## src/rtl/tmr_pkg.sv

```systemverilog
`timescale 1ns/1ps
package tmr_pkg;

  typedef enum logic [1:0] {
    RUN_STOP = 2'd0,
    RUN_FREE = 2'd1,
    RUN_MOD  = 2'd2,
    RUN_UPDN = 2'd3
  } run_mode_e;

  typedef enum logic [2:0] {
    CH_OFF  = 3'd0,
    CH_CAPT = 3'd1,
    CH_SET  = 3'd2,
    CH_CLR  = 3'd3,
    CH_TGL  = 3'd4,
    CH_PWM  = 3'd5
  } ch_mode_e;

  localparam logic [3:0] ADDR_CTRL = 4'd0;
  localparam logic [3:0] ADDR_CNT  = 4'd1;
  localparam logic [3:0] ADDR_PER  = 4'd2;
  localparam logic [3:0] ADDR_FLAG = 4'd3;
  localparam logic [3:0] ADDR_CFG  = 4'd4;
  localparam logic [3:0] ADDR_VAL  = 4'd8;

  // terminal value of the prescale counter for a divide selector
  function automatic logic [7:0] psc_limit(input logic [1:0] sel);
    case (sel)
      2'd0:    psc_limit = 8'd0;
      2'd1:    psc_limit = 8'd7;
      2'd2:    psc_limit = 8'd31;
      default: psc_limit = 8'd127;
    endcase
  endfunction

  function automatic logic is_compare(input ch_mode_e m);
    is_compare = (m == CH_SET) || (m == CH_CLR) || (m == CH_TGL) || (m == CH_PWM);
  endfunction

endpackage

```

## src/rtl/tmr_prescaler.sv

```systemverilog
`timescale 1ns/1ps
module tmr_prescaler
  import tmr_pkg::*;
#(
  parameter int PSC_W = 7
) (
  input  logic       clk,
  input  logic       rst_n,
  input  logic       run,
  input  logic [1:0] sel,
  output logic       tick
);

  logic [PSC_W-1:0] psc;
  logic [PSC_W-1:0] limit;
  logic             at_end;

  assign limit  = PSC_W'(psc_limit(sel));
  assign at_end = (psc >= limit);
  assign tick   = run && at_end;

  always_ff @(posedge clk or negedge rst_n) begin
    if (!rst_n)               psc <= '0;
    else if (!run || at_end)  psc <= '0;
    else                      psc <= psc + 1'b1;
  end

  // a divide above one never yields two ticks in a row
  p_tick_gap_r2: assert property (@(posedge clk) disable iff (!rst_n)
    (tick && sel != 2'd0) |=> (!tick || sel == 2'd0));

endmodule

```

## src/rtl/tmr_counter.sv

```systemverilog
`timescale 1ns/1ps
module tmr_counter
  import tmr_pkg::*;
#(
  parameter int W = 16
) (
  input  logic         clk,
  input  logic         rst_n,
  input  run_mode_e    mode,
  input  logic         tick,
  input  logic [W-1:0] period,
  input  logic         load,
  input  logic [W-1:0] load_val,
  output logic [W-1:0] cnt,
  output logic [W-1:0] cnt_nxt,
  output logic         wrap,
  output logic         turn
);

  logic dir_up, dir_nxt;

  always_comb begin
    cnt_nxt = cnt;
    dir_nxt = dir_up;
    wrap    = 1'b0;
    turn    = 1'b0;
    if (tick) begin
      unique case (mode)
        RUN_FREE: begin
          cnt_nxt = cnt + 1'b1;
          wrap    = (cnt == '1);
        end
        RUN_MOD: begin
          if (cnt >= period) begin
            cnt_nxt = '0;
            wrap    = 1'b1;
          end else begin
            cnt_nxt = cnt + 1'b1;
          end
        end
        RUN_UPDN: begin
          if (dir_up) begin
            if (cnt >= period) begin
              turn    = 1'b1;
              dir_nxt = 1'b0;
              cnt_nxt = (cnt == '0) ? '0 : cnt - 1'b1;
            end else begin
              cnt_nxt = cnt + 1'b1;
            end
          end else begin
            if (cnt <= W'(1)) begin
              cnt_nxt = '0;
              dir_nxt = 1'b1;
              wrap    = 1'b1;
            end else begin
              cnt_nxt = cnt - 1'b1;
            end
          end
        end
        default: ;
      endcase
    end
  end

  always_ff @(posedge clk or negedge rst_n) begin
    if (!rst_n) begin
      cnt    <= '0;
      dir_up <= 1'b1;
    end else if (load) begin
      cnt    <= load_val;
      dir_up <= 1'b1;
    end else begin
      cnt    <= cnt_nxt;
      dir_up <= dir_nxt;
    end
  end

  p_free_step_r3: assert property (@(posedge clk) disable iff (!rst_n)
    (mode == RUN_FREE && tick && !load) |=> (cnt == $past(cnt) + 1'b1));

  p_wrap_zero_r4: assert property (@(posedge clk) disable iff (!rst_n)
    (wrap && !load) |=> (cnt == '0));

  p_stop_hold_r6: assert property (@(posedge clk) disable iff (!rst_n)
    (mode == RUN_STOP && !load) |=> $stable(cnt));

endmodule

```

## src/rtl/tmr_channel.sv

```systemverilog
`timescale 1ns/1ps
module tmr_channel
  import tmr_pkg::*;
#(
  parameter int W = 16
) (
  input  logic         clk,
  input  logic         rst_n,
  input  logic         cfg_we,
  input  logic         val_we,
  input  logic [W-1:0] wdata,
  input  logic         cap_in,
  input  logic         tick,
  input  logic         running,
  input  logic         reload,
  input  logic [W-1:0] cnt,
  input  logic [W-1:0] cnt_nxt,
  output logic [W-1:0] cfg_rd,
  output logic [W-1:0] val_rd,
  output logic         out,
  output logic         hit
);

  ch_mode_e     mode;
  logic [1:0]   edge_sel;
  logic [W-1:0] pend, act;
  logic         sync1, sync2, prev;
  logic         rise, fall, cap_evt;
  logic         load_act, match;
  logic [W-1:0] shadow_src, cmp_eff;

  // configuration
  always_ff @(posedge clk or negedge rst_n) begin
    if (!rst_n) begin
      mode     <= CH_OFF;
      edge_sel <= 2'b00;
    end else if (cfg_we) begin
      mode     <= ch_mode_e'(wdata[2:0]);
      edge_sel <= wdata[4:3];
    end
  end
  assign cfg_rd = W'({edge_sel, 3'(mode)});

  // input synchronizer and edge detector
  always_ff @(posedge clk or negedge rst_n) begin
    if (!rst_n) begin
      sync1 <= 1'b0;
      sync2 <= 1'b0;
      prev  <= 1'b0;
    end else begin
      sync1 <= cap_in;
      sync2 <= sync1;
      prev  <= sync2;
    end
  end
  assign rise    = sync2 && !prev;
  assign fall    = !sync2 && prev;
  assign cap_evt = (mode == CH_CAPT) && ((edge_sel[0] && rise) || (edge_sel[1] && fall));

  // buffered compare value
  assign shadow_src = val_we ? wdata : pend;
  assign load_act   = (mode != CH_CAPT) && (reload || !running);
  assign cmp_eff    = load_act ? shadow_src : act;
  assign match      = tick && is_compare(mode) && (cnt_nxt == cmp_eff);

  always_ff @(posedge clk or negedge rst_n) begin
    if (!rst_n)      pend <= '0;
    else if (val_we) pend <= wdata;
  end

  always_ff @(posedge clk or negedge rst_n) begin
    if (!rst_n)        act <= '0;
    else if (cap_evt)  act <= cnt;
    else if (load_act) act <= shadow_src;
  end
  assign val_rd = act;

  // output stage
  always_ff @(posedge clk or negedge rst_n) begin
    if (!rst_n) out <= 1'b0;
    else if (!is_compare(mode)) out <= 1'b0;
    else if (match) begin
      unique case (mode)
        CH_SET:  out <= 1'b1;
        CH_TGL:  out <= ~out;
        default: out <= 1'b0;
      endcase
    end else if (mode == CH_PWM && reload) out <= 1'b1;
  end

  assign hit = match || cap_evt;

  p_capture_val_r7: assert property (@(posedge clk) disable iff (!rst_n)
    cap_evt |=> (act == $past(cnt)));

  p_pwm_low_r9: assert property (@(posedge clk) disable iff (!rst_n)
    (mode == CH_PWM && match) |=> !out);

  p_buffer_hold_r10: assert property (@(posedge clk) disable iff (!rst_n)
    (mode != CH_CAPT && running && !reload) |=> $stable(act));

endmodule

```

## src/rtl/tri_chan_timer.sv

```systemverilog
`timescale 1ns/1ps
module tri_chan_timer
  import tmr_pkg::*;
#(
  parameter int CNT_W = 16,
  parameter int N_CH  = 3,
  parameter int PSC_W = 7
) (
  input  logic             clk,
  input  logic             rst_n,
  input  logic [3:0]       reg_addr,
  input  logic             reg_we,
  input  logic [CNT_W-1:0] reg_wdata,
  output logic [CNT_W-1:0] reg_rdata,
  input  logic [N_CH-1:0]  cap_in,
  output logic [N_CH-1:0]  cmp_out,
  output logic [N_CH:0]    flag_out
);

  localparam int FLAG_W = N_CH + 1;

  run_mode_e          run_mode;
  logic [1:0]         psc_sel;
  logic [CNT_W-1:0]   period;
  logic [FLAG_W-1:0]  flags, flag_set, flag_clr;
  logic               tick, running, cnt_load, wrap, turn, ovf;
  logic [CNT_W-1:0]   cnt, cnt_nxt;
  logic [CNT_W-1:0]   cfg_rd [N_CH];
  logic [CNT_W-1:0]   val_rd [N_CH];
  logic [N_CH-1:0]    ch_hit;

  assign running  = (run_mode != RUN_STOP);
  assign cnt_load = reg_we && (reg_addr == ADDR_CNT);
  assign ovf      = wrap || turn;

  always_ff @(posedge clk or negedge rst_n) begin
    if (!rst_n) begin
      run_mode <= RUN_STOP;
      psc_sel  <= 2'd0;
      period   <= '1;
    end else if (reg_we) begin
      if (reg_addr == ADDR_CTRL) begin
        run_mode <= run_mode_e'(reg_wdata[1:0]);
        psc_sel  <= reg_wdata[3:2];
      end
      if (reg_addr == ADDR_PER) period <= reg_wdata;
    end
  end

  tmr_prescaler #(.PSC_W(PSC_W)) u_psc (
    .clk (clk),
    .rst_n (rst_n),
    .run (running),
    .sel (psc_sel),
    .tick (tick)
  );

  tmr_counter #(.W(CNT_W)) u_cnt (
    .clk      (clk),
    .rst_n    (rst_n),
    .mode     (run_mode),
    .tick     (tick),
    .period   (period),
    .load     (cnt_load),
    .load_val (reg_wdata),
    .cnt      (cnt),
    .cnt_nxt  (cnt_nxt),
    .wrap     (wrap),
    .turn     (turn)
  );

  for (genvar g = 0; g < N_CH; g++) begin : g_ch
    tmr_channel #(.W(CNT_W)) u_ch (
      .clk     (clk),
      .rst_n   (rst_n),
      .cfg_we  (reg_we && (reg_addr == ADDR_CFG + 4'(g))),
      .val_we  (reg_we && (reg_addr == ADDR_VAL + 4'(g))),
      .wdata   (reg_wdata),
      .cap_in  (cap_in[g]),
      .tick    (tick),
      .running (running),
      .reload  (wrap),
      .cnt     (cnt),
      .cnt_nxt (cnt_nxt),
      .cfg_rd  (cfg_rd[g]),
      .val_rd  (val_rd[g]),
      .out     (cmp_out[g]),
      .hit     (ch_hit[g])
    );
  end

  // sticky flags, write one to clear, a new event wins
  assign flag_set = {ch_hit, ovf};
  assign flag_clr = (reg_we && reg_addr == ADDR_FLAG) ? reg_wdata[FLAG_W-1:0] : '0;

  always_ff @(posedge clk or negedge rst_n) begin
    if (!rst_n) flags <= '0;
    else        flags <= (flags & ~flag_clr) | flag_set;
  end
  assign flag_out = flags;

  always_comb begin
    reg_rdata = '0;
    case (reg_addr)
      ADDR_CTRL: reg_rdata = CNT_W'({psc_sel, 2'(run_mode)});
      ADDR_CNT:  reg_rdata = cnt;
      ADDR_PER:  reg_rdata = period;
      ADDR_FLAG: reg_rdata = CNT_W'(flags);
      default: begin
        for (int i = 0; i < N_CH; i++) begin
          if (reg_addr == ADDR_CFG + 4'(i)) reg_rdata = cfg_rd[i];
          if (reg_addr == ADDR_VAL + 4'(i)) reg_rdata = val_rd[i];
        end
      end
    endcase
  end

  p_flag_sticky_r11: assert property (@(posedge clk) disable iff (!rst_n)
    (flags[0] && !(reg_we && reg_addr == ADDR_FLAG && reg_wdata[0])) |=> flags[0]);

  p_flag_set_r11: assert property (@(posedge clk) disable iff (!rst_n)
    ovf |=> flags[0]);

endmodule

```

## config.mk

```make
export PLATFORM = sky130hd
export DESIGN_NAME = tri_chan_timer
export DESIGN_NICKNAME = d
export VERILOG_FILES = /design/src/rtl/tmr_pkg.sv /design/src/rtl/tmr_prescaler.sv /design/src/rtl/tmr_counter.sv /design/src/rtl/tmr_channel.sv /design/src/rtl/tri_chan_timer.sv
export SDC_FILE = /design/constraint.sdc
export NUM_CORES = 1
export LEC_CHECK = 0
export ABC_AREA = 1
export CAP_MARGIN = 20
export CELL_PAD_IN_SITES_DETAIL_PLACEMENT = 1
export CELL_PAD_IN_SITES_GLOBAL_PLACEMENT = 2
export CORE_MARGIN = 3
export CORE_UTILIZATION = 25
export DETAILED_ROUTE_END_ITERATION = 10
export GPL_TIMING_DRIVEN = 0
export PLACE_DENSITY_LB_ADDON = 0.1
export SLEW_MARGIN = 20
export SYNTH_ARGS = -nofsm -noshare
export SYNTH_HDL_FRONTEND = slang
export SYNTH_SLANG_ARGS = --single-unit
```

## constraint.sdc

```tcl
create_clock -name clk -period 5.75 [get_ports clk]
set_input_delay 1.4375 -clock clk [delete_from_list [all_inputs] [get_ports clk]]
set_output_delay 1.4375 -clock clk [all_outputs]
set_load 0.05 [all_outputs]
```

After elaboration in Yosys (flattened, before gate mapping) --
Cells that the tools add are included.
Cells by class: equality and inequality tests 39, add/subtract/negate cells 3, bitwise operators 6, reduce and logical (&&, ||, !) cells 70, order comparisons 3, muxes and demuxes 52
Operators with widths (number):
- $mux W16 | 21
- $pmux W16 S4 | 1
- $eq A16 B16 Y1 | 3
- $pmux W16 S3 | 1
- $logic_and A1 B1 Y1 | 36
- $mux W1 | 21
- $pmux W7 S3 | 1
- $eq A3 B2 Y1 const B | 6
- $eq A3 B3 Y1 const B | 6
- $logic_or A1 B1 Y1 | 18
- $add A16 B1 Y16 const B | 1
- $eq A16 B16 Y1 const B | 1
- $ge A16 B16 Y1 | 1
- $le A16 B1 Y1 const B | 1
- $logic_not A16 Y1 | 1
- $sub A16 B1 Y16 const B | 1
- $eq A4 B3 Y1 const B | 3
- $eq A4 B4 Y1 const B | 3
- $eq A3 B1 Y1 const B | 3
- $ne A3 B1 Y1 const B | 3
- $ne A3 B2 Y1 const B | 3
- $eq A4 B2 Y1 const B | 2
- $add A7 B1 Y7 const B | 1
- $ge A7 B7 Y1 | 1
- 17 further kinds | 34
Storage, ports and cells: bits of input ports 26, word-level logic and storage cells 204, flip-flop bits (word level) 171

Logic depth before layout (Yosys ltp) --
word-level depth 12, gate-level depth with buffers 28, depth with buffers taken out 28

Cells and area by module --
A second synthesis with hierarchy kept.
Second synthesis, totals: cell total of the unflattened synthesis 1965, area, all modules 13367.8 um^2
Modules (own cells, without submodules):
- tmr_channel (g_ch[1].u_ch ...) | times used 2, cells each 374, area an instance 2640.0 um^2
- tmr_counter | times used 1, cells each 403, area an instance 2636.3 um^2
- tmr_channel (g_ch[0].u_ch) | times used 1, cells each 374, area an instance 2617.5 um^2
- tri_chan_timer | times used 1, cells each 383, area an instance 2344.7 um^2
- tmr_prescaler | times used 1, cells each 57, area an instance 489.2 um^2

Worst setup path before layout --
No wires, ideal clock.
kind input to output, from input reg_addr[3], to output reg_rdata[10], setup slack 1.355 ns, required time 4.313 ns, arrival time 2.958 ns, stages 6, path buffers 1, path through nor2_1 -> inv_1 -> nor2_1 -> inv_1 -> clkbuf_1 -> o221ai_1
On the way: longest elaborated chain between the ends 7, elaborated cells between the ends (all ways) 15, those cells by class eq/ne: 8; mux: 6; reduce/logical: 1
RTL lines:
- start: declaration | line tri_chan_timer.sv:11 | input logic [3:0] reg_addr,
- $eq A4 B4 Y1 | line tri_chan_timer.sv:112 | if (reg_addr == ADDR_VAL + 4'(i)) reg_rdata = val_rd[i];
- $mux W16 | line tri_chan_timer.sv:112
- $mux W16 | line tri_chan_timer.sv:111 | if (reg_addr == ADDR_CFG + 4'(i)) reg_rdata = cfg_rd[i];
- $mux W16 | line tri_chan_timer.sv:112
- $mux W16 | line tri_chan_timer.sv:111
- $mux W16 | line tri_chan_timer.sv:112
- $pmux W16 S4 (*) | line tri_chan_timer.sv:104 | case (reg_addr)
- end: declaration | line tri_chan_timer.sv:14 | output logic [CNT_W-1:0] reg_rdata,
Mark *: on every way between the ends. The rest lies on a longest branch, timed or not.

Worst setup path after layout --
from input reg_addr[0], to output reg_rdata[1]
On the way: longest elaborated chain between the ends 8, elaborated cells between the ends (all ways) 17, those cells by class eq/ne: 9; mux: 7; reduce/logical: 1
RTL lines (line):
- $eq A4 B3 Y1 | tri_chan_timer.sv:111
- $mux W5 | tri_chan_timer.sv:111
- $mux W16 | tri_chan_timer.sv:112
- $mux W16 | tri_chan_timer.sv:111
- $mux W16 | tri_chan_timer.sv:112
- $mux W16 | tri_chan_timer.sv:111
- $mux W16 | tri_chan_timer.sv:112
- $pmux W16 S4 (*) | tri_chan_timer.sv:104
Marks and branches as above.

==> impl_results.md <==
- Core Util, Final: 29.9%
- Drt pass-1 iters: 5
- Core Rows: 78
- Yosys reg bits: 171
- Initial antenna violation count: 2
- Die footprint: 49800 um2
- Area Overhead vs Synth: 16.6%
- CTS tree: built
- Routed Antenna Nets: 0
- Final WL: 54.9 mm
- Kind of critical path: in -> out
- First-pass GRT wire length: 81.2 mm
- Syn nets: 1870
- Final Cycle Share: 97.0%
- # setup viols final: 0
- # DRC: 0
- Largest area contributor in the netlist: dfrtp_1
- Tightest Pin Transition: 883 ps
- HP Class: reg -> reg
- Min Tclk post-route: 5580 ps
- Max-slew violations: 0
- Peak VDD IR: 0.230 mV
- Fillers: 5762
- H-tree depth: 4
- Clock transition at path regs: 70 ps
- Synth area leaders: dfrtp_1, nand2_1, inv_1, o21ai_0, nand3_1
- Clk buf depth: 2
- CP Capture Type: output port
- GRT Total Usage: 22.2%
- Fmax: 179 MHz
- Maxcap violations: 0
- Cell Pwr Density: 523 nW/um2
- Gpl congestion: 0.919
- Post-Syn Area: 11800 um2
- Critical Path AT: 4140 ps
- Standby leakage power: 7.09 nW
- Clock sinks: 171
- Port Buf Inserts: 47
- IO Pins: 49
- HPWL Detailed: 44.5 mm
- RSZ-0062 raised after global routing: false
- Sequential fraction of the synthesis area: 36.5%
- Syn_area_per_cell: 6.49 um2
- Req. time, crit path: 4310 ps
- Initial Utilization: 25.7%
- Share of post-route cells with drive strength above 1: 6.32%
- Setup crit start kind: input port
- Vias in the first global route: 12.3k
- DR vias/cell: 4.77
- Global route total overflow: 0
- Routed len/inst: 22.0 um
- Final hold viol count: 0
- Die H: 223 um
- Synth unique cells: 46
- Worst Skew: 12.0 ps
- DR iter-0 viols: 649
- CP Max Fanout: 5
- Outcome: finished, final reports clean
- Synthesis Warnings: 0
- Cts bufs inserted: 17
- Vias: 11.9k
- Root buffer cell: clkbuf_16
- Worst-skew pair later-pin latency: 470 ps
- Hold Buf Count CTS: 0
- Fin nets: 1938
- Core box area: 46000 um2
- Cells after Synth: 1817
- Relative slew margins: 41.1%
- Pwr Total: 7.19 mW
- Top-area cell type share of the netlist area: 32.7%
- Die Span X: 223 um
- Setup TNS: 0 ps
- Largest net degree at the start of global routing: 63
## power breakdown
group / internal, mW / switching [mW]
Combinational: 1.13 / 2.87
Clock: 0.801 / 0.550
Sequential: 1.59 / 0.252
## cell usage after synthesis, drive strengths merged
| library cell | count |
|---|---|
| or2 | 1 |
| o2111ai | 5 |
| o311ai | 1 |
| o21a | 1 |
| o22ai | 13 |
| nor3 | 8 |
| a211oi | 1 |
| dfrtp | 154 |
| o21ai | 170 |
| clkinv | 3 |
| xnor2 | 1 |
| o31ai | 1 |
| o21bai | 1 |
| o211ai | 2 |
| dfstp | 17 |
| nand3b | 4 |
| nand3 | 135 |
| o221ai | 12 |
| nor3b | 2 |
| nand4 | 17 |
| buf | 35 |
| xor2 | 21 |
| clkbuf | 33 |
| ha | 27 |
| a31oi | 1 |
| a2111oi | 1 |
| inv | 286 |
| nor2 | 181 |
| a221oi | 6 |
| and2 | 2 |
| a21oi | 60 |
| nand2 | 615 |
## cells by family after synthesis
kind of cell             synth area share [%]
AND/OR/NAND/NOR                          33.8
XOR/XNOR                                 1.63
AO/OA/AOI/OAI                            12.8
flip-flops                               36.5
adder cells (fa/ha/maj)                  2.86
buffers and inverters                    12.4
## flip-flops by register name (all words and copies together), names as in the netlist, 4 cells and up
| register | flops |
|---|---|
| flag_out | 4 |
| g_ch.u_ch.edge_sel | 6 |
| g_ch.u_ch.mode | 9 |
| g_ch.u_ch.pend | 48 |
| g_ch.u_ch.val_rd | 48 |
| period | 16 |
| u_cnt.cnt | 16 |
| u_psc.psc | 7 |
## layout make-up
| type | instances | area, um2 | share of cell area (%) |
|---|---|---|---|
| clock buffers | 24 | 512 | 3.72 |
| plain buffers | 68 | 384 | 2.79 |
| diodes | 1 | 2.50 | 0.0182 |
| flip-flops and latches | 171 | 4300 | 31.3 |
| inverters | 289 | 1080 | 7.89 |
| clock inverters | 8 | 154 | 1.12 |
| repair buffers | 49 | 527 | 3.83 |
| well taps | 600 | 751 | 5.46 |
| multi-input cells | 1289 | 6040 | 43.9 |
## layout by cell type, fill, tap and decap left out, types with 12 or more instances in the layout
cell             instances
a21oi_1                 59
buf_2                   19
clkbuf_1                33
clkbuf_16               17
clkdlybuf4s50_1         35
dfrtp_1                154
dfstp_2                 17
ha_1                    27
inv_1                  281
nand2_1                607
nand3_1                134
nand4_1                 17
nor2_1                 173
o21ai_0                159
o221ai_1                12
xor2_1                  21
## through the flow
stage	hold WS (ps)	instances	worst slack [ps]	instance area [um2]
5_1_grt	369	2498	12.7	13800
6_report	350	2499	172	13800
4_1_cts	351	2498	134	13800
3_5_place_dp	336	2466	-616	13100
2_1_floorplan	331	1817	1350	11800
3_3_place_gp	336	2464	-5000	13000
## critical path: stages
cell and delay [ps]:
clkdlybuf4s50_1 510, inv_1 70, nor2_1 90, inv_1 110, nor2_1 340, inv_1 230
o22ai_1 290, a21oi_1 80, o2111ai_1 140, clkdlybuf4s50_1 850
## what timing repair did
action / 4_1_cts / 5_1_grt
setup buffers: 0 / 0
setup endpoints to repair: 11 / 3
hold endpoints to repair: 0 / 0
resized for setup: 31 / 3
pin swaps: 0 / 0
## routing by layer
layer / vias up / routed length [um] / part of all wire, % / track usage (%)
met5: - / 0 / 0 / 0
met4: 0 / 1320 / 2.4 / 7.26
met3: 52 / 1500 / 2.7 / 2.16
met2: 168 / 26100 / 48 / 36.9
met1: 5850 / 26000 / 47 / 30.3
li1: 5850 / - / - / -
## path summary, 6_finish.rpt
kind	start	to	slack, ps	cells past startpoint
hold reg to reg	g_ch[2].u_ch.sync1$_DFF_PN0_	g_ch[2].u_ch.sync2$_DFF_PN0_	350	0
setup reg to reg	u_cnt.cnt[0]$_DFF_PN0_	g_ch[0].u_ch.out$_DFFE_PN0P_	1220	25
max in group asynchronous	rst_n	period[0]$_DFFE_PN1P_	4100	2
hold / removal	g_ch[2].u_ch.sync1$_DFF_PN0_	g_ch[2].u_ch.sync2$_DFF_PN0_	350	0
setup / recovery	reg_addr[0]	reg_rdata[1]	170	10
min in group asynchronous	rst_n	g_ch[1].u_ch.pend[9]$_DFF_PN0_	890	1
No activity file was read; power rests on OpenSTA's default activity.
